## src/rtl/pace_div_pkg.sv

```systemverilog
package pace_div_pkg;

    localparam int PACE_INT_W_DEF  = 16;
    localparam int PACE_FRAC_W_DEF = 8;

    // Counter behaviour for the current cycle
    typedef enum logic [1:0] {
        PM_CLEAR = 2'd0,   // restart: write strobe or continuous mode off
        PM_HOLD  = 2'd1,   // divisor zero: nothing to pace
        PM_COUNT = 2'd2    // pacing in progress
    } pace_mode_e;

    function automatic pace_mode_e pace_mode(input logic wr, input logic cont,
                                             input logic active);
        if (wr || !cont)
            return PM_CLEAR;
        else if (!active)
            return PM_HOLD;
        else
            return PM_COUNT;
    endfunction

endpackage

```

## src/rtl/pace_div_regs.sv

```systemverilog
module pace_div_regs #(
    parameter int INT_W  = pace_div_pkg::PACE_INT_W_DEF,
    parameter int FRAC_W = pace_div_pkg::PACE_FRAC_W_DEF
) (
    input  logic              clk,
    input  logic              rst,
    input  logic              wr,
    input  logic [INT_W-1:0]  wr_int,
    input  logic [FRAC_W-1:0] wr_frac,
    output logic [INT_W-1:0]  int_q,
    output logic [FRAC_W-1:0] frac_q,
    output logic              active
);

    always_ff @(posedge clk) begin
        if (rst) begin
            int_q  <= '0;
            frac_q <= '0;
        end else if (wr) begin
            int_q  <= wr_int;
            frac_q <= wr_frac;
        end
    end

    assign active = (int_q != '0) || (frac_q != '0);

endmodule

```

## src/rtl/pace_dither.sv

```systemverilog
module pace_dither #(
    parameter int FRAC_W = pace_div_pkg::PACE_FRAC_W_DEF
) (
    input  logic              clk,
    input  logic              rst,
    input  logic              clear,
    input  logic              advance,
    input  logic [FRAC_W-1:0] frac,
    output logic              carry
);

    localparam int SUM_W = FRAC_W + 1;

    logic [FRAC_W-1:0] phase_q;
    logic [SUM_W-1:0]  sum;

    // Carry of the pending addition decides the length of the current period
    assign sum   = {1'b0, phase_q} + {1'b0, frac};
    assign carry = sum[SUM_W-1];

    always_ff @(posedge clk) begin
        if (rst || clear)
            phase_q <= '0;
        else if (advance)
            phase_q <= sum[FRAC_W-1:0];
    end

endmodule

```

## src/rtl/pace_counter.sv

```systemverilog
module pace_counter #(
    parameter int INT_W = pace_div_pkg::PACE_INT_W_DEF
) (
    input  logic                    clk,
    input  logic                    rst,
    input  pace_div_pkg::pace_mode_e mode,
    input  logic [INT_W-1:0]        int_val,
    input  logic                    extend,
    output logic                    period_end,
    output logic                    tick_q
);
    import pace_div_pkg::*;

    localparam int CNT_W = INT_W + 1;

    logic [CNT_W-1:0] cnt_q;
    logic [CNT_W-1:0] last;

    // Last count value of this period: INT, or INT+1 when dithered longer
    assign last       = {1'b0, int_val} + {{INT_W{1'b0}}, extend};
    assign period_end = (mode == PM_COUNT) && (cnt_q == last);

    always_ff @(posedge clk) begin
        if (rst) begin
            cnt_q  <= '0;
            tick_q <= 1'b0;
        end else begin
            unique case (mode)
                PM_COUNT: begin
                    if (period_end) begin
                        cnt_q  <= '0;
                        tick_q <= 1'b1;
                    end else begin
                        cnt_q  <= cnt_q + CNT_W'(1);
                        tick_q <= 1'b0;
                    end
                end
                default: begin
                    cnt_q  <= '0;
                    tick_q <= 1'b0;
                end
            endcase
        end
    end

endmodule

```

## src/rtl/pace_div.sv

```systemverilog
module pace_div #(
    parameter int INT_W  = pace_div_pkg::PACE_INT_W_DEF,
    parameter int FRAC_W = pace_div_pkg::PACE_FRAC_W_DEF
) (
    input  logic              clk,
    input  logic              rst,
    input  logic              cont_en,
    input  logic              div_wr,
    input  logic [INT_W-1:0]  div_int_in,
    input  logic [FRAC_W-1:0] div_frac_in,
    output logic              tick,
    output logic              pace_active
);
    import pace_div_pkg::*;

    logic [INT_W-1:0]  div_int_q;
    logic [FRAC_W-1:0] div_frac_q;
    logic              carry;
    logic              period_end;
    pace_mode_e        mode;

    pace_div_regs #(.INT_W(INT_W), .FRAC_W(FRAC_W)) u_regs (
        .clk     (clk),
        .rst     (rst),
        .wr      (div_wr),
        .wr_int  (div_int_in),
        .wr_frac (div_frac_in),
        .int_q   (div_int_q),
        .frac_q  (div_frac_q),
        .active  (pace_active)
    );

    assign mode = pace_mode(div_wr, cont_en, pace_active);

    pace_dither #(.FRAC_W(FRAC_W)) u_dither (
        .clk     (clk),
        .rst     (rst),
        .clear   (mode == PM_CLEAR),
        .advance (period_end),
        .frac    (div_frac_q),
        .carry   (carry)
    );

    pace_counter #(.INT_W(INT_W)) u_count (
        .clk        (clk),
        .rst        (rst),
        .mode       (mode),
        .int_val    (div_int_q),
        .extend     (carry),
        .period_end (period_end),
        .tick_q     (tick)
    );

endmodule

```

## config.mk

```make
export PLATFORM = sky130hd
export DESIGN_NAME = pace_div
export DESIGN_NICKNAME = d
export VERILOG_FILES = /design/src/rtl/pace_div_pkg.sv /design/src/rtl/pace_div_regs.sv /design/src/rtl/pace_dither.sv /design/src/rtl/pace_counter.sv /design/src/rtl/pace_div.sv
export SDC_FILE = /design/constraint.sdc
export NUM_CORES = 1
export LEC_CHECK = 0
export CORE_MARGIN = 3
export CORE_UTILIZATION = 55
export DETAILED_ROUTE_END_ITERATION = 6
export DONT_BUFFER_PORTS = 1
export HOLD_SLACK_MARGIN = 0.15
export PLACE_DENSITY = 0.73
export SKIP_CTS_REPAIR_TIMING = 1
export SKIP_LAST_GASP = 1
export SYNTH_ARGS = -nofsm -noshare
export SYNTH_HDL_FRONTEND = slang
export SYNTH_SLANG_ARGS = --single-unit
```

## constraint.sdc

```tcl
create_clock -name clk -period 4.3 [get_ports clk]
set_clock_uncertainty 0.05 [all_clocks]
set_input_delay 0.86 -clock clk [delete_from_list [all_inputs] [get_ports clk]]
set_output_delay 0.86 -clock clk [all_outputs]
set_load 0.02 [all_outputs]
```

* After elaboration in Yosys (flattened, before gate mapping) *
Index checks and enable logic that the tools add are counted.

operators by class
  equal/unequal tests = 2
  multiplexer cells = 3
  bitwise gates (word level) = 1
  add/sub/neg operators = 3
  reduce and logical (&&, ||, !) cells = 10

operators with widths
  kind                                           count
  adder 16 x 1 -> 17 bit                         1
  adder 17 x 1 -> 17 bit, second input constant  1
  equality test 17 bit                           1
  nonzero test 16 bit                            1
  adder 8 x 8 -> 9 bit                           1
  nonzero test 8 bit                             1
  2-to-1 mux 2 bit                               2
  logical OR 1 bit                               3
  OR reduction 3 bit                             1
  equality test 2 bit, second input constant     1
  zero test 2 bit                                1
  OR reduction 2 bit                             1
  logical AND 1 bit                              1
  zero test 1 bit                                1
  2-to-1 mux 1 bit                               1
  inverter 1 bit                                 1

storage, ports and cells
  input port bits = 28
  register bits after elaboration = 50
  word-level logic and storage cells = 24

* Logic depth before layout (Yosys ltp) *
  depth after elaboration = 7
  mapped depth = 20

* By module *
Synthesis repeated with hierarchy kept, for this count alone.

second synthesis, totals
  cell total of the unflattened synthesis = 319
  area total of the unflattened synthesis = 2886.5 µm²

modules (own cells, without submodules)
  module         times used  cells each  area each (µm²)
  pace_counter   1           162         1326.3
  pace_div_regs  1           85          920.9
  pace_dither    1           69          611.8
  pace_div       1           3           27.5

* Worst setup path after synthesis *
Ideal clock, no wire load.

  path type = reg-to-reg
  start point = register u_regs.frac_q[0]
  end point = register u_count.cnt_q[1]
  stages on the path, launching flop included = 20
  buffers on the path = 1
  path slack = 0.135 ns
  setup time = 0.116 ns
  arrival = 3.999 ns
  path through = dfxtp_1 -> ha_1 -> fa_1 -> a21o_1 -> a21oi_1 -> o21bai_1 -> a21oi_1 -> nor2b_1 -> o21ai_0 -> nand2b_1 -> ha_1 -> ha_1 -> buf_6 -> nand3_1 -> nor4_4 -> or4_1 -> o311a_1 -> or4_4 -> or2_4 -> and3_2

on the way
  cells in the longest elaborated chain, start to end = 7
  elaborated cells on any way between the ends = 11
  those cells by class = 2 x add/sub; 2 x eq/ne; 2 x mux; 1 x bitwise; 4 x reduce/logical

RTL lines
  what                                                            RTL line             text
  start, declared                                                 pace_div_regs.sv:11  output logic [FRAC_W-1:0] frac_q,
  start signal, assigned                                          pace_div_regs.sv:21  frac_q <= wr_frac;
  branches (longest 6 deep; another with adder 16 x 1 -> 17 bit)  --
  OR reduction 3 bit (no line) *                                  --
  end signal, assigned                                            pace_counter.sv:34   cnt_q <= cnt_q + CNT_W'(1);
  end, declared                                                   pace_counter.sv:16   logic [CNT_W-1:0] cnt_q;

Every way passes the cells marked *.
A chain may end at the register's enable or synchronous reset.

* Worst setup path after layout *
Ends and elaborated chain as after synthesis.

==> results.ini <==
[clocking]
clock-sinks = 50
htreeDepth = 2
cts_tree = yes
clock_path_buffers = 2
cts_made_buffers = 5
insertion_delay_ps = 300
cts.clk_slew.worst_paths_ps = 80
cts_root_buf = clkbuf_8

[route]
first_pass_iters = 4
dr.first_iter.drc_count = 79
postRouteAntennaNets = 0
met1_length_um = 2770
wl_um = 6080
wl_per_cell_um = 15.0
met2_length_um = 3030
drc_errors = 0
viasPerCell = 5.62
routed-wl-met3_um = 199
dr.max_layer_used = met4
vias = 2276

[placed_design]
place_ws_ps = 10.7
place_hpwl_um = 4560
place_congestion = 0.833
placed_area_um2 = 2970
port_buffers = 0

[setup_path]
critPathArrivalTime_ps = 4170
r2r-start = u_regs.frac_q[0]
crit_type = flip-flop to flip-flop
cpPeakStageDelay_ps = 550
slowest_stage = or4_4
ff2ff_setup_slack_ps = 280
worstPathMaxFanout = 4
cp_num_cells = 18
cp_top_family = simple AND/OR/NAND/NOR gates
endpoint_kind = flip-flop
reg2regPathDepth = 18
worstPathRequired_ps = 4440
path_cells = ha_2, fa_2, a21o_1, a21oi_2, o21bai_1, a21oi_2, nor2b_1, o21ai_1, nand2b_1, ha_1, ha_1, nand3_1, nor4_4, or4_1, o311a_1, or4_4, or2_4, and3_2
critPathBufInv = 0
r2r-end = u_count.cnt_q[1]
critPathLaunchType = flip-flop

[logic_synthesis]
synth_area_um2 = 2980
synth_edf_count = 0
synth_seq_cells = 50
yosys_warnings = 0
synthFlopType = dfxtp_1
synth_cells = 341
synth_fp_nets = 381
synth_seq_area_share_pct = 33.6
synth.avg_cell_area_um2 = 8.75
async_flop_share_pct = 0
synth_cell_types = 51

[timing]
rsz0062_at_grt = no
worstMarginPinSlew_ps = 832
setup_ws_ps = 275
hold_violations = 0
fin_crit_sh_pct = 93.6
max_slew_margin_pct = 44.4
finalSetupViolations = 0
timing.fmax_mhz = 248
hold_slack_ps = 418
tns_ps = 0
min_period_ps = 4020
final_max_slew_viol_count = 0

[floorplan]
rows = 26
ios = 30
start_util_pct = 57.7
core_um2 = 5170
fp.dieW_um = 79.6
fp.dieH_um = 79.6
die-area_um2 = 6340

[layout]
seqCellArea_um2 = 1000
mostFrequentLayoutCell = nor2_1
drive_gt1_share_pct = 8.96
nFillCells = 470
nNetsFinal = 375
syn2layout_area_growth_pct = 4.24
design_area_um2 = 3110
multi_input_area_um2 = 1860
antenna_cells = 0
final_cell_mix = nor2_1 (58), dfxtp_1 (50), mux2i_1 (32)

[hold_path]
worst_hold_startpoint = u_dither.phase_q[3]
hp-class = flip-flop to flip-flop
whs_endpoint = u_dither.phase_q[3]
holdPathStages = 2

[grt]
overflow = 0
grt_pass1_wl_um = 10500
grt_max_degree = 27
grtUsageTotal_pct = 20.7
first_global_vias = 2300
antenna_found_initial = 0

[pwr]
p_per_area_nw_per_um2 = 270
p_leak_nw = 1.23
total_power_mw = 0.839
peakVddDrop_v = 0.000202

[run_status]
status = finished clean

[job]
maxCapViolCount = 0

## worst max path at each step
stage / from / end / slack, ps
global route: u_regs.frac_q[0] / u_dither.phase_q[2] / 40
detailed placement: u_regs.frac_q[0] / u_dither.phase_q[1] / 10
finish: u_regs.frac_q[0] / u_count.cnt_q[1] / 280
floorplan: u_regs.frac_q[0] / u_count.cnt_q[1] / 140
global placement: u_regs.frac_q[0] / u_dither.phase_q[1] / 80
CTS: u_regs.frac_q[0] / u_dither.phase_q[1] / -8
## cells by family (layout without fill, tap and decap cells)
family          after synthesis  count (layout)  share of synthesized area, %
simple gates                149             149                          26.3
flops                        50              50                          33.6
xor+xnor                     38              38                          11.2
compound gates               33              33                          7.63
mux                          33              33                          11.1
buf+inv                      26              20                          4.99
fa+ha+maj                    12              12                          5.29
## per-stage QoR
step	util, %	cells
6_report	60.1	405
5_1_grt	60.1	405
4_1_cts	59.0	403
3_5_place_dp	57.5	396
3_3_place_gp	57.5	396
2_1_floorplan	-	341
## cells in the mapped netlist (all sizes together) (8+ instances only)
cell	instances	share of area, %
nor2	58	7.3
dfxtp	50	34
mux2i	32	11
nand2	27	3.4
xor2	21	6.2
xnor2	17	5.0
nand3	12	2.9
ha	11	4.6
clkbuf	10	2.1
nor4	10	2.8
nand4	9	1.9
o21ai	9	1.9
buf	8	1.9
inv	8	1.0
## metal layers
layer,track usage (%),vias up
met5,0,-
met4,6.53,0
met3,3.95,7
met2,36.7,32
met1,25.0,1068
li1,-,1169
## state kept, by name, summed over array words and instances, names as in the netlist
name / count
u_count.cnt_q: 17
u_regs.frac_q: 8
u_dither.phase_q: 8
u_regs.int_q: 16
u_count.tick_q: 1
## worst reg2reg max path, cell delays in order (launching register included)
cell and delay (ps):
dfxtp_1 340, ha_2 200, fa_2 350, a21o_1 180, a21oi_2 170, o21bai_1 90
a21oi_2 140, nor2b_1 60, o21ai_1 110, nand2b_1 70, ha_1 190, ha_1 200
nand3_1 130, nor4_4 50, or4_1 400, o311a_1 170, or4_4 550, or2_4 280
and3_2 210
## final cells by class
type	instances	area share [%]
Clock buffer	7	2.45
Sequential cell	50	32.2
Multi-Input combinational cell	265	60.0
Tap cell	70	2.82
Inverter	8	0.966
Timing Repair Buffer	5	1.61
## power by group
group | leakage (nW) | switching [mW] | internal (mW)
Clock | 0.0383 | 0.143 | 0.112
Combinational | 0.786 | 0.0405 | 0.0426
Sequential | 0.408 | 0.0244 | 0.477
Total | 1.23 | 0.207 | 0.632
No activity file was read; power rests on OpenSTA's default activity.
